==> config.mk <==
export PLATFORM = sky130hd
export DESIGN_NAME = io_strobe_unit
export DESIGN_NICKNAME = d
export VERILOG_FILES = /design/src/rtl/iostb_pkg.sv /design/src/rtl/io_seq.sv /design/src/rtl/io_bus_drv.sv /design/src/rtl/io_capture.sv /design/src/rtl/io_strobe_unit.sv
export SDC_FILE = /design/constraint.sdc
export NUM_CORES = 1
export LEC_CHECK = 0
export ABC_AREA = 1
export ABC_CLOCK_PERIOD_IN_PS = 1400
export BUFFER_PORTS_ARGS = -buffer_cell sky130_fd_sc_hd__buf_2
export CAP_MARGIN = 20
export CORE_MARGIN = 3
export CORE_UTILIZATION = 45
export CTS_BUF_LIST = sky130_fd_sc_hd__clkbuf_2 sky130_fd_sc_hd__clkbuf_4 sky130_fd_sc_hd__clkbuf_8
export CTS_CLUSTER_DIAMETER = 40
export CTS_CLUSTER_SIZE = 28
export DETAILED_ROUTE_END_ITERATION = 8
export GPL_TIMING_DRIVEN = 0
export PLACE_DENSITY = 0.78
export SYNTH_ARGS = -nofsm -noshare
export SYNTH_HDL_FRONTEND = slang
export SYNTH_SLANG_ARGS = --single-unit
==> constraint.sdc <==
create_clock -name clk -period 1.4 [get_ports clk]
set_input_delay 0.28 -clock clk [delete_from_list [all_inputs] [get_ports clk]]
set_output_delay 0.28 -clock clk [all_outputs]
set_load 0.03 [all_outputs]
==> src/rtl/iostb_pkg.sv <==
package iostb_pkg;
    localparam int DATA_W  = 8;
    localparam int PORT_W  = 8;
    localparam int KPORT_W = 4;
    localparam int RADDR_W = 4;
    localparam int NUM_STB = 3;

    typedef enum logic [1:0] {
        OP_NONE = 2'd0,
        OP_IN   = 2'd1,
        OP_OUT  = 2'd2,
        OP_KOUT = 2'd3
    } io_op_e;

    typedef enum logic [1:0] {
        PH_IDLE  = 2'd0,
        PH_EXEC  = 2'd1,
        PH_SLEEP = 2'd2
    } io_phase_e;

    typedef struct packed {
        io_op_e              op;
        logic [PORT_W-1:0]   port;
        logic [DATA_W-1:0]   data;
        logic [DATA_W-1:0]   kdata;
    } io_cmd_t;

    typedef struct packed {
        logic rd;
        logic wr;
        logic kwr;
    } io_stb_t;

    // Constant outputs address only the low port bits; the rest read as zero.
    function automatic logic [PORT_W-1:0] kport_map(input logic [PORT_W-1:0] p);
        logic [PORT_W-1:0] r;
        r = '0;
        r[KPORT_W-1:0] = p[KPORT_W-1:0];
        return r;
    endfunction
endpackage

==> src/rtl/io_seq.sv <==
module io_seq
    import iostb_pkg::*;
(
    input  logic      clk,
    input  logic      rst,
    input  logic      sleep,
    input  logic      cmd_valid,
    input  io_op_e    cmd_op,
    output logic      accept,
    output logic      exec,
    output io_phase_e phase
);
    io_phase_e phase_d;

    always_comb begin
        accept  = (phase == PH_IDLE) && !sleep && cmd_valid && (cmd_op != OP_NONE);
        exec    = (phase == PH_EXEC);
        phase_d = phase;
        unique case (phase)
            PH_IDLE: begin
                if (sleep)       phase_d = PH_SLEEP;
                else if (accept) phase_d = PH_EXEC;
            end
            PH_EXEC:  phase_d = sleep ? PH_SLEEP : PH_IDLE;
            PH_SLEEP: if (!sleep) phase_d = PH_IDLE;
            default:  phase_d = PH_IDLE;
        endcase
    end

    always_ff @(posedge clk) begin
        if (rst) phase <= PH_IDLE;
        else     phase <= phase_d;
    end

    a_r2_exec_single: assert property (@(posedge clk) disable iff (rst)
        (phase == PH_EXEC) |=> (phase != PH_EXEC));
    a_r8_idle_to_sleep: assert property (@(posedge clk) disable iff (rst)
        (phase == PH_IDLE && sleep) |=> (phase == PH_SLEEP));
    a_r9_finish_then_sleep: assert property (@(posedge clk) disable iff (rst)
        (phase == PH_EXEC && sleep) |=> (phase == PH_SLEEP));
endmodule

==> src/rtl/io_bus_drv.sv <==
module io_bus_drv
    import iostb_pkg::*;
(
    input  logic              clk,
    input  logic              rst,
    input  logic              accept,
    input  logic              exec,
    input  io_cmd_t           cmd,
    output logic [PORT_W-1:0] port_id,
    output logic [DATA_W-1:0] out_data,
    output io_stb_t           stb
);
    io_op_e             op_q;
    logic [NUM_STB-1:0] hit;

    always_ff @(posedge clk) begin
        if (rst) begin
            op_q     <= OP_NONE;
            port_id  <= '0;
            out_data <= '0;
        end else if (accept) begin
            op_q    <= cmd.op;
            port_id <= (cmd.op == OP_KOUT) ? kport_map(cmd.port) : cmd.port;
            if (cmd.op == OP_OUT)  out_data <= cmd.data;
            if (cmd.op == OP_KOUT) out_data <= cmd.kdata;
        end
    end

    // One decode lane per strobe kind; lane g fires for operation code g+1.
    for (genvar g = 0; g < NUM_STB; g++) begin : g_lane
        assign hit[g] = exec && (op_q == io_op_e'(2'(g + 1)));
    end

    always_comb begin
        stb.rd  = hit[0];
        stb.wr  = hit[1];
        stb.kwr = hit[2];
    end

    a_r6_one_strobe: assert property (@(posedge clk) disable iff (rst)
        $onehot0({stb.rd, stb.wr, stb.kwr}));
    a_r2_pulse_width: assert property (@(posedge clk) disable iff (rst)
        (|hit) |=> !(|hit));
    a_r4_khi_zero: assert property (@(posedge clk) disable iff (rst)
        stb.kwr |-> (port_id[PORT_W-1:KPORT_W] == '0));
    a_r7_hold_after: assert property (@(posedge clk) disable iff (rst)
        (|hit) |=> ($stable(port_id) && $stable(out_data)));
endmodule

==> src/rtl/io_capture.sv <==
module io_capture
    import iostb_pkg::*;
(
    input  logic               clk,
    input  logic               rst,
    input  logic               accept,
    input  logic [RADDR_W-1:0] cmd_dst,
    input  logic               rd_stb,
    input  logic [DATA_W-1:0]  in_data,
    output logic               rf_we,
    output logic [DATA_W-1:0]  rf_wdata,
    output logic [RADDR_W-1:0] rf_waddr
);
    logic [RADDR_W-1:0] dst_q;

    always_ff @(posedge clk) begin
        if (rst) begin
            dst_q    <= '0;
            rf_we    <= 1'b0;
            rf_wdata <= '0;
            rf_waddr <= '0;
        end else begin
            if (accept) dst_q <= cmd_dst;
            rf_we <= rd_stb;
            if (rd_stb) begin
                rf_wdata <= in_data;
                rf_waddr <= dst_q;
            end
        end
    end

    a_r5_capture: assert property (@(posedge clk) disable iff (rst)
        rd_stb |=> (rf_we && rf_wdata == $past(in_data)));
    a_r5_we_only_after_read: assert property (@(posedge clk) disable iff (rst)
        rf_we |-> $past(rd_stb));
endmodule

==> src/rtl/io_strobe_unit.sv <==
module io_strobe_unit
    import iostb_pkg::*;
(
    input  logic               clk,
    input  logic               rst,
    input  logic               sleep,
    input  logic               cmd_valid,
    input  logic [1:0]         cmd_op,
    input  logic [PORT_W-1:0]  cmd_port,
    input  logic [DATA_W-1:0]  cmd_data,
    input  logic [DATA_W-1:0]  cmd_kdata,
    input  logic [RADDR_W-1:0] cmd_dst,
    input  logic [DATA_W-1:0]  in_data,
    output logic [PORT_W-1:0]  port_id,
    output logic [DATA_W-1:0]  out_data,
    output logic               rd_stb,
    output logic               wr_stb,
    output logic               kwr_stb,
    output logic               rf_we,
    output logic [DATA_W-1:0]  rf_wdata,
    output logic [RADDR_W-1:0] rf_waddr
);
    io_cmd_t   cmd;
    io_stb_t   stb;
    io_phase_e phase;
    logic      accept;
    logic      exec;

    always_comb begin
        cmd.op    = io_op_e'(cmd_op);
        cmd.port  = cmd_port;
        cmd.data  = cmd_data;
        cmd.kdata = cmd_kdata;
    end

    io_seq u_seq (
        .clk(clk), .rst(rst), .sleep(sleep), .cmd_valid(cmd_valid),
        .cmd_op(cmd.op), .accept(accept), .exec(exec), .phase(phase)
    );

    io_bus_drv u_bus (
        .clk(clk), .rst(rst), .accept(accept), .exec(exec), .cmd(cmd),
        .port_id(port_id), .out_data(out_data), .stb(stb)
    );

    assign rd_stb  = stb.rd;
    assign wr_stb  = stb.wr;
    assign kwr_stb = stb.kwr;

    io_capture u_cap (
        .clk(clk), .rst(rst), .accept(accept), .cmd_dst(cmd_dst),
        .rd_stb(rd_stb), .in_data(in_data), .rf_we(rf_we),
        .rf_wdata(rf_wdata), .rf_waddr(rf_waddr)
    );

    a_r8_quiet_asleep: assert property (@(posedge clk) disable iff (rst)
        (phase == PH_SLEEP) |-> !(rd_stb || wr_stb || kwr_stb));
endmodule

### Yosys cells after proc, flatten, opt, wreduce, memory -nomap -nowiden

Cells that the tools add are included.

* equality and inequality tests: 9
* muxes and demuxes: 8
* reduce and logical (&&, ||, !) cells: 12

Operator list (number)
* $mux W8: 3
* $eq A2 B2 Y1 const B: 5
* $mux W2: 4
* $logic_and A1 B1 Y1: 6
* $pmux W2 S3: 1
* $eq A2 B1 Y1 const B: 2
* $reduce_and A2 Y1: 2
* $reduce_bool A2 Y1: 2
* $ne A3 B3 Y1 const B: 1
* $logic_not A2 Y1: 1
* $ne A2 B2 Y1 const B: 1
* $logic_not A1 Y1: 1

* flip-flop bits (word level): 37
* input bits: 42
* output and inout port bits: 32
* word-level logic and storage cells: 37

### Depth between registers and ports, before layout

* word-level depth: 7
* gate-level depth with buffers: 7
* depth with buffers taken out: 6

### By module

From an unflattened synthesis, not the netlist that was laid out.

* cells, all modules: 267
* area, all modules: 1689.1 um^2

Modules (own cells, without submodules)
* io_bus_drv: times used 1, cells each 146, area an instance 880.8 um^2
* io_capture: times used 1, cells each 105, area an instance 701.9 um^2
* io_seq: times used 1, cells each 16, area an instance 106.4 um^2

### Least setup slack after synthesis

OpenSTA, ideal clock, no wires.

* kind: reg2out
* start: register u_seq.phase[0]
* end: output kwr_stb
* arrival: 1.125 ns
* data required time: 1.120 ns
* slack: -0.005 ns
* cell stages (with the launch flop): 3
* buffers on the path: 0
* cells stage by stage: dfxtp_1 nand2_1 nor3_1

* longest elaborated chain between the ends: 2

Ends and longest elaborated chain
* start: declaration: RTL line io_seq.sv:11 `output io_phase_e phase`
* start signal: assignment: RTL line io_seq.sv:32 `else phase <= phase_d;`
* $eq A2 B1 Y1: RTL line io_seq.sv:17 `exec = (phase == PH_EXEC);`
* $logic_and A1 B1 Y1: RTL line io_bus_drv.sv:31 `assign hit[g] = exec && (op_q == io_op_e'(2'(g + 1)));`
* end: declaration: RTL line io_strobe_unit.sv:18 `output logic kwr_stb,`

Every way passes these cells.

### Worst setup path in the final report

* start: register u_bus.op_q[1]
* end: output rd_stb

* longest elaborated chain between the ends: 2

Ends and longest elaborated chain
* start: declaration: RTL line io_bus_drv.sv:13 `io_op_e op_q;`
* start signal: assignment: RTL line io_bus_drv.sv:22 `op_q <= cmd.op;`
* $eq A2 B1 Y1: RTL line io_bus_drv.sv:31
* $logic_and A1 B1 Y1: RTL line io_bus_drv.sv:31
* end: declaration: RTL line io_strobe_unit.sv:16 `output logic rd_stb,`

Every way passes these cells.

==> results by group <==
CTS
  – CTS Buffer Depth: 2
  – Clk root buf: sky130_fd_sc_hd__clkbuf_4
  – CTS hold repair buffers: 0
  – Clock tree from TritonCTS: yes
  – H-tree levels: 2
  – Number of clock sinks: 37
  – Number of buffers inserted during clock tree synthesis: 5
  – Clock network latency to the later pin of the worst-skew pair: 0.33 ns
  – CTS clk-pin slew, worst paths: 0.11 ns

Floorplanning
  – Y dimension of the die: 64.9 µm
  – Effective utilization at floorplan: 49.1%
  – Area of the die: 0.00421 mm²
  – Placeable core region: 0.00318 mm²
  – Placement row count: 20
  – Chip Width: 64.9 µm
  – I/O Pins: 74

Global routing
  – Total grt overflow: 0
  – First-pass GRT wire length: 6180 µm
  – Number of global-route vias before repair: 1418
  – Largest net degree at the start of global routing: 13
  – Initial antenna violation count: 0
  – GRT Util Overall: 19.1%

Route
  – Iteration-0 DRC Markers: 53
  – Detailed-route vias per instance: 4.73
  – Number of nets with antenna violations after detailed routing: 0
  – DRT Pass-1 Iters: 4
  – Total vias in the final route: 1599
  – DRC errors left: 0
  – WL final: 3820 µm
  – Detailed-route wire length per cell: 11.3 µm

Critical path
  – Path type of the worst setup path: reg -> out
  – Reg-to-reg startpoint: u_seq.phase[1]$_SDFFE_PP0P_
  – Req. time, crit path: 1.12 ns
  – Slack of the worst reg-to-reg path: around 0.13 ns
  – Maximum single-stage delay on the critical path: 0.34 ns
  – Critical path, cell by cell: inv_2 -> nand4_1 -> inv_4 -> buf_6
  – R2r endpoint: u_bus.op_q[0]$_SDFFE_PP0P_
  – Critical Path Slowest Stage Cell: sky130_fd_sc_hd__dfxtp_2
  – Category of the worst setup path launch point: flip-flop
  – Arrival time at the worst endpoint: 1.16 ns
  – Top fanout value on the critical path: 3
  – Path depth of the worst reg2reg path: 6
  – Capturing element type of the critical path: output port

Synthesis
  – Number of unique standard cell types used by synthesis: 19
  – Main combinational cell family by area after synthesis: simple AND/OR/NAND/NOR gates
  – Fraction of synthesized cell area in xor and xnor cells: 0%
  – Synthesized instance count: roughly 210
  – Adder-cell area share of the yosys netlist: 0%
  – Synth Net Count: 253
  – Seq cells post-synth: 37
  – Portion of the post-synthesis area used by sequential elements: 47.5%
  – Avg Inst Size Synth: 7.39 µm²
  – Fraction of the mapped netlist area in compound gates: 7.06%
  – Synth Area in Simple Gates: 37.5%
  – Multiplexer share of the synthesized area: 0%
  – Post-Synthesis Cell Area: 0.00156 mm²
  – Number of synthesis warnings: 0

Timing
  – Worst-margin pin slew: 0.461 ns
  – Hold slack final: 0.165 ns
  – Post-Route Skew: roughly 0.0052 ns
  – Post-Route Setup TNS: -0.0434 ns
  – Final hold viol count: 0
  – Clock period minus worst slack: 1.44 ns
  – Maximum clock frequency: 693 MHz
  – Max Transition Viols Final: 0
  – Final setup fails: 1
  – Period Utilization, post-route: 103%
  – RSZ-0062 raised after global routing: true
  – Headroom to the max-slew limit: between 60% and 70%
  – Setup WS post-layout: -0.0434 ns

Power and ir drop
  – Leakage power figure: 1.10 nW
  – Switching fraction of total power: 26.4%
  – Part of the total power dissipated in sequential elements: 54.4%
  – Power Internal: 1.49 mW
  – Power share of the combinational group: 14.6%
  – Total power divided by cell area: approximately 960 mW/mm²
  – Worst-case vdd ir drop: 0.612 mV
  – Clock share of power: between 30% and 40%
  – NetSw: 0.532 mW

Layout
  – Area of all sequential standard cells: roughly 750 µm²
  – Nets: 335
  – Synthesis-to-layout area growth: 34.6%
  – Final Util: 66.1%
  – Layout cell share with drive strength beyond 1: 36.1%
  – Area of the multi-input gates: roughly 700 µm²
  – # fillers: 321
  – Ant diodes: 0
  – Count of placed standard cells in the final layout, fillers left out: approximately 340

Worst hold path
  – Worst hold endpoint: u_bus.port_id[6]$_SDFFE_PP0P_
  – Hold depth: 3
  – Hold Crit Class: in -> reg
  – HP Start: cmd_port[6]

Placed design
  – Setup Slack @ Placement: -0.0608 ns
  – HPWL after detailed placement: around 2800 µm
  – Dpl cells: 328
  – Final RePlAce weighted congestion: around 0.74
  – Port bufs: 73

Flow run
  – Number of maximum-capacitance constraint violations: 0

Status
  – Result of the run: complete, but fails checks
  – Violations in the final reports: setup timing
## per-layer routing
| metal | share of wire, % | wire, µm | vias up | track usage [%] |
|---|---|---|---|---|
| met3 | 9.3 | 354 | 7 | 6.93 |
| met2 | 47 | 1810 | 68 | 32.1 |
| met5 | 0 | 0 | - | 0 |
| met1 | 42 | 1600 | 689 | 22.4 |
| met4 | 1.4 | 55 | 0 | 6.33 |
| li1 | - | - | 835 | - |
## synthesized netlist by cell type
cell type                   n  share of area, %
sky130_fd_sc_hd__clkbuf_8   1              0.88
sky130_fd_sc_hd__nor2_8     1               1.3
sky130_fd_sc_hd__a21oi_1   10               3.2
sky130_fd_sc_hd__nand4_1    9               3.6
sky130_fd_sc_hd__nand2_1   49                12
sky130_fd_sc_hd__o21ai_0   12               3.8
sky130_fd_sc_hd__buf_6      1              0.72
sky130_fd_sc_hd__buf_4      1              0.48
sky130_fd_sc_hd__nand3_4    1               1.1
sky130_fd_sc_hd__nand4_4    1               1.4
sky130_fd_sc_hd__nand3_1   16               5.1
sky130_fd_sc_hd__clkbuf_1   3              0.72
sky130_fd_sc_hd__nor3_1     2              0.64
sky130_fd_sc_hd__dfxtp_1   37                47
sky130_fd_sc_hd__nor2_1    43                10
sky130_fd_sc_hd__nand2_2    2              0.80
sky130_fd_sc_hd__nor2_4     2               1.4
sky130_fd_sc_hd__buf_2      4               1.3
sky130_fd_sc_hd__inv_1     16               3.8
## worst max-delay path by stage
stage | start | end | slack, ns | depth (start not counted)
detailed placement | u_seq.phase[0]$_SDFFE_PP0P_ | rd_stb | -0.06 | 4
floorplan | u_seq.phase[0]$_SDFFE_PP0P_ | kwr_stb | -0.005 | 2
CTS | u_bus.op_q[1]$_SDFFE_PP0P_ | rd_stb | -0.06 | 4
finish | u_bus.op_q[1]$_SDFFE_PP0P_ | rd_stb | -0.04 | 4
global route | u_bus.op_q[1]$_SDFFE_PP0P_ | rd_stb | -0.15 | 4
global placement | u_seq.phase[0]$_SDFFE_PP0P_ | rd_stb | -0.06 | 4
## cell families after synthesis
logic type,Yosys count
simple gates,126
buf+inv,26
flops,37
compound gates,22
## power groups by stage
stage	Combinational [mW]	Sequential [mW]	Clock (mW)
after global placement	0.282	1.12	0
after floorplan	0.135	1.16	0
final	0.294	1.10	0.627
after detailed placement	0.286	1.12	0
after CTS	0.292	1.10	0.645
after global routing	0.328	1.10	0.700
## flip-flops by register name (all words and copies together) (netlist names)
| register | flops |
|---|---|
| u_bus.out_data | 8 |
| u_bus.port_id | 8 |
| u_cap.rf_wdata | 8 |
| u_cap.dst_q | 4 |
| u_cap.rf_waddr | 4 |
| u_bus.op_q | 2 |
| u_seq.phase | 2 |
| u_cap.rf_we | 1 |
## per-stage QoR
| step | power [mW] | instance area [µm²] |
|---|---|---|
| after detailed placement | 1.41 | 1980 |
| after CTS | 2.03 | 2090 |
| final | 2.02 | 2100 |
| after global routing | 2.13 | 2100 |
| after global placement | 1.40 | 1980 |
| after floorplan | 1.30 | 1560 |
## final cells by class
type / count / share of cell area [%]
plain buffers: 8 / 2.50
clock buffers: 7 / 3.10
clock inverters: 1 / 0.238
inverters: 16 / 2.98
multi-input cells: 148 / 33.6
flip-flops and latches: 37 / 35.6
well taps: 44 / 2.62
repair buffers: 77 / 19.4
## worst max-delay path, delay by kind of cell, from the launching register on
| family | cells | cell delay (ns) |
|---|---|---|
| buffers and inverters | 3 | 0.32 |
| and+or+nand+nor | 1 | 0.17 |
| DFF | 1 | 0.34 |
## cells in the final DEF, fill, tap and decap left out
cell type	netlist	layout
sky130_fd_sc_hd__nand2_1	49	49
sky130_fd_sc_hd__nand4_4	1	1
sky130_fd_sc_hd__dfxtp_2	0	3
sky130_fd_sc_hd__nor3_2	0	2
sky130_fd_sc_hd__inv_1	16	14
sky130_fd_sc_hd__inv_4	0	1
sky130_fd_sc_hd__o21ai_0	12	11
sky130_fd_sc_hd__nand3_4	1	1
sky130_fd_sc_hd__clkinv_2	0	1
sky130_fd_sc_hd__buf_2	4	74
sky130_fd_sc_hd__buf_4	1	6
sky130_fd_sc_hd__dfxtp_4	0	1
sky130_fd_sc_hd__nand4_1	9	9
sky130_fd_sc_hd__o21ai_1	0	1
sky130_fd_sc_hd__nor2_4	2	2
sky130_fd_sc_hd__nor2_8	1	1
sky130_fd_sc_hd__dfxtp_1	37	33
sky130_fd_sc_hd__nand3_1	16	16
sky130_fd_sc_hd__inv_2	0	1
sky130_fd_sc_hd__nor2_1	43	43
sky130_fd_sc_hd__buf_6	1	2
sky130_fd_sc_hd__nand2_2	2	2
sky130_fd_sc_hd__clkbuf_4	0	5
sky130_fd_sc_hd__clkbuf_8	1	3
sky130_fd_sc_hd__a21oi_1	10	10
sky130_fd_sc_hd__clkbuf_1	3	2
## repair_timing
item | in CTS | in global routing
hold endpoints to repair | 0 | 0
cloned | 0 | 0
gates resized for setup | 12 | 3
pin swaps | 1 | 2
setup endpoints to repair | 3 | 30
setup buffers | 3 | 1
Power figures use the tool's default switching activity.
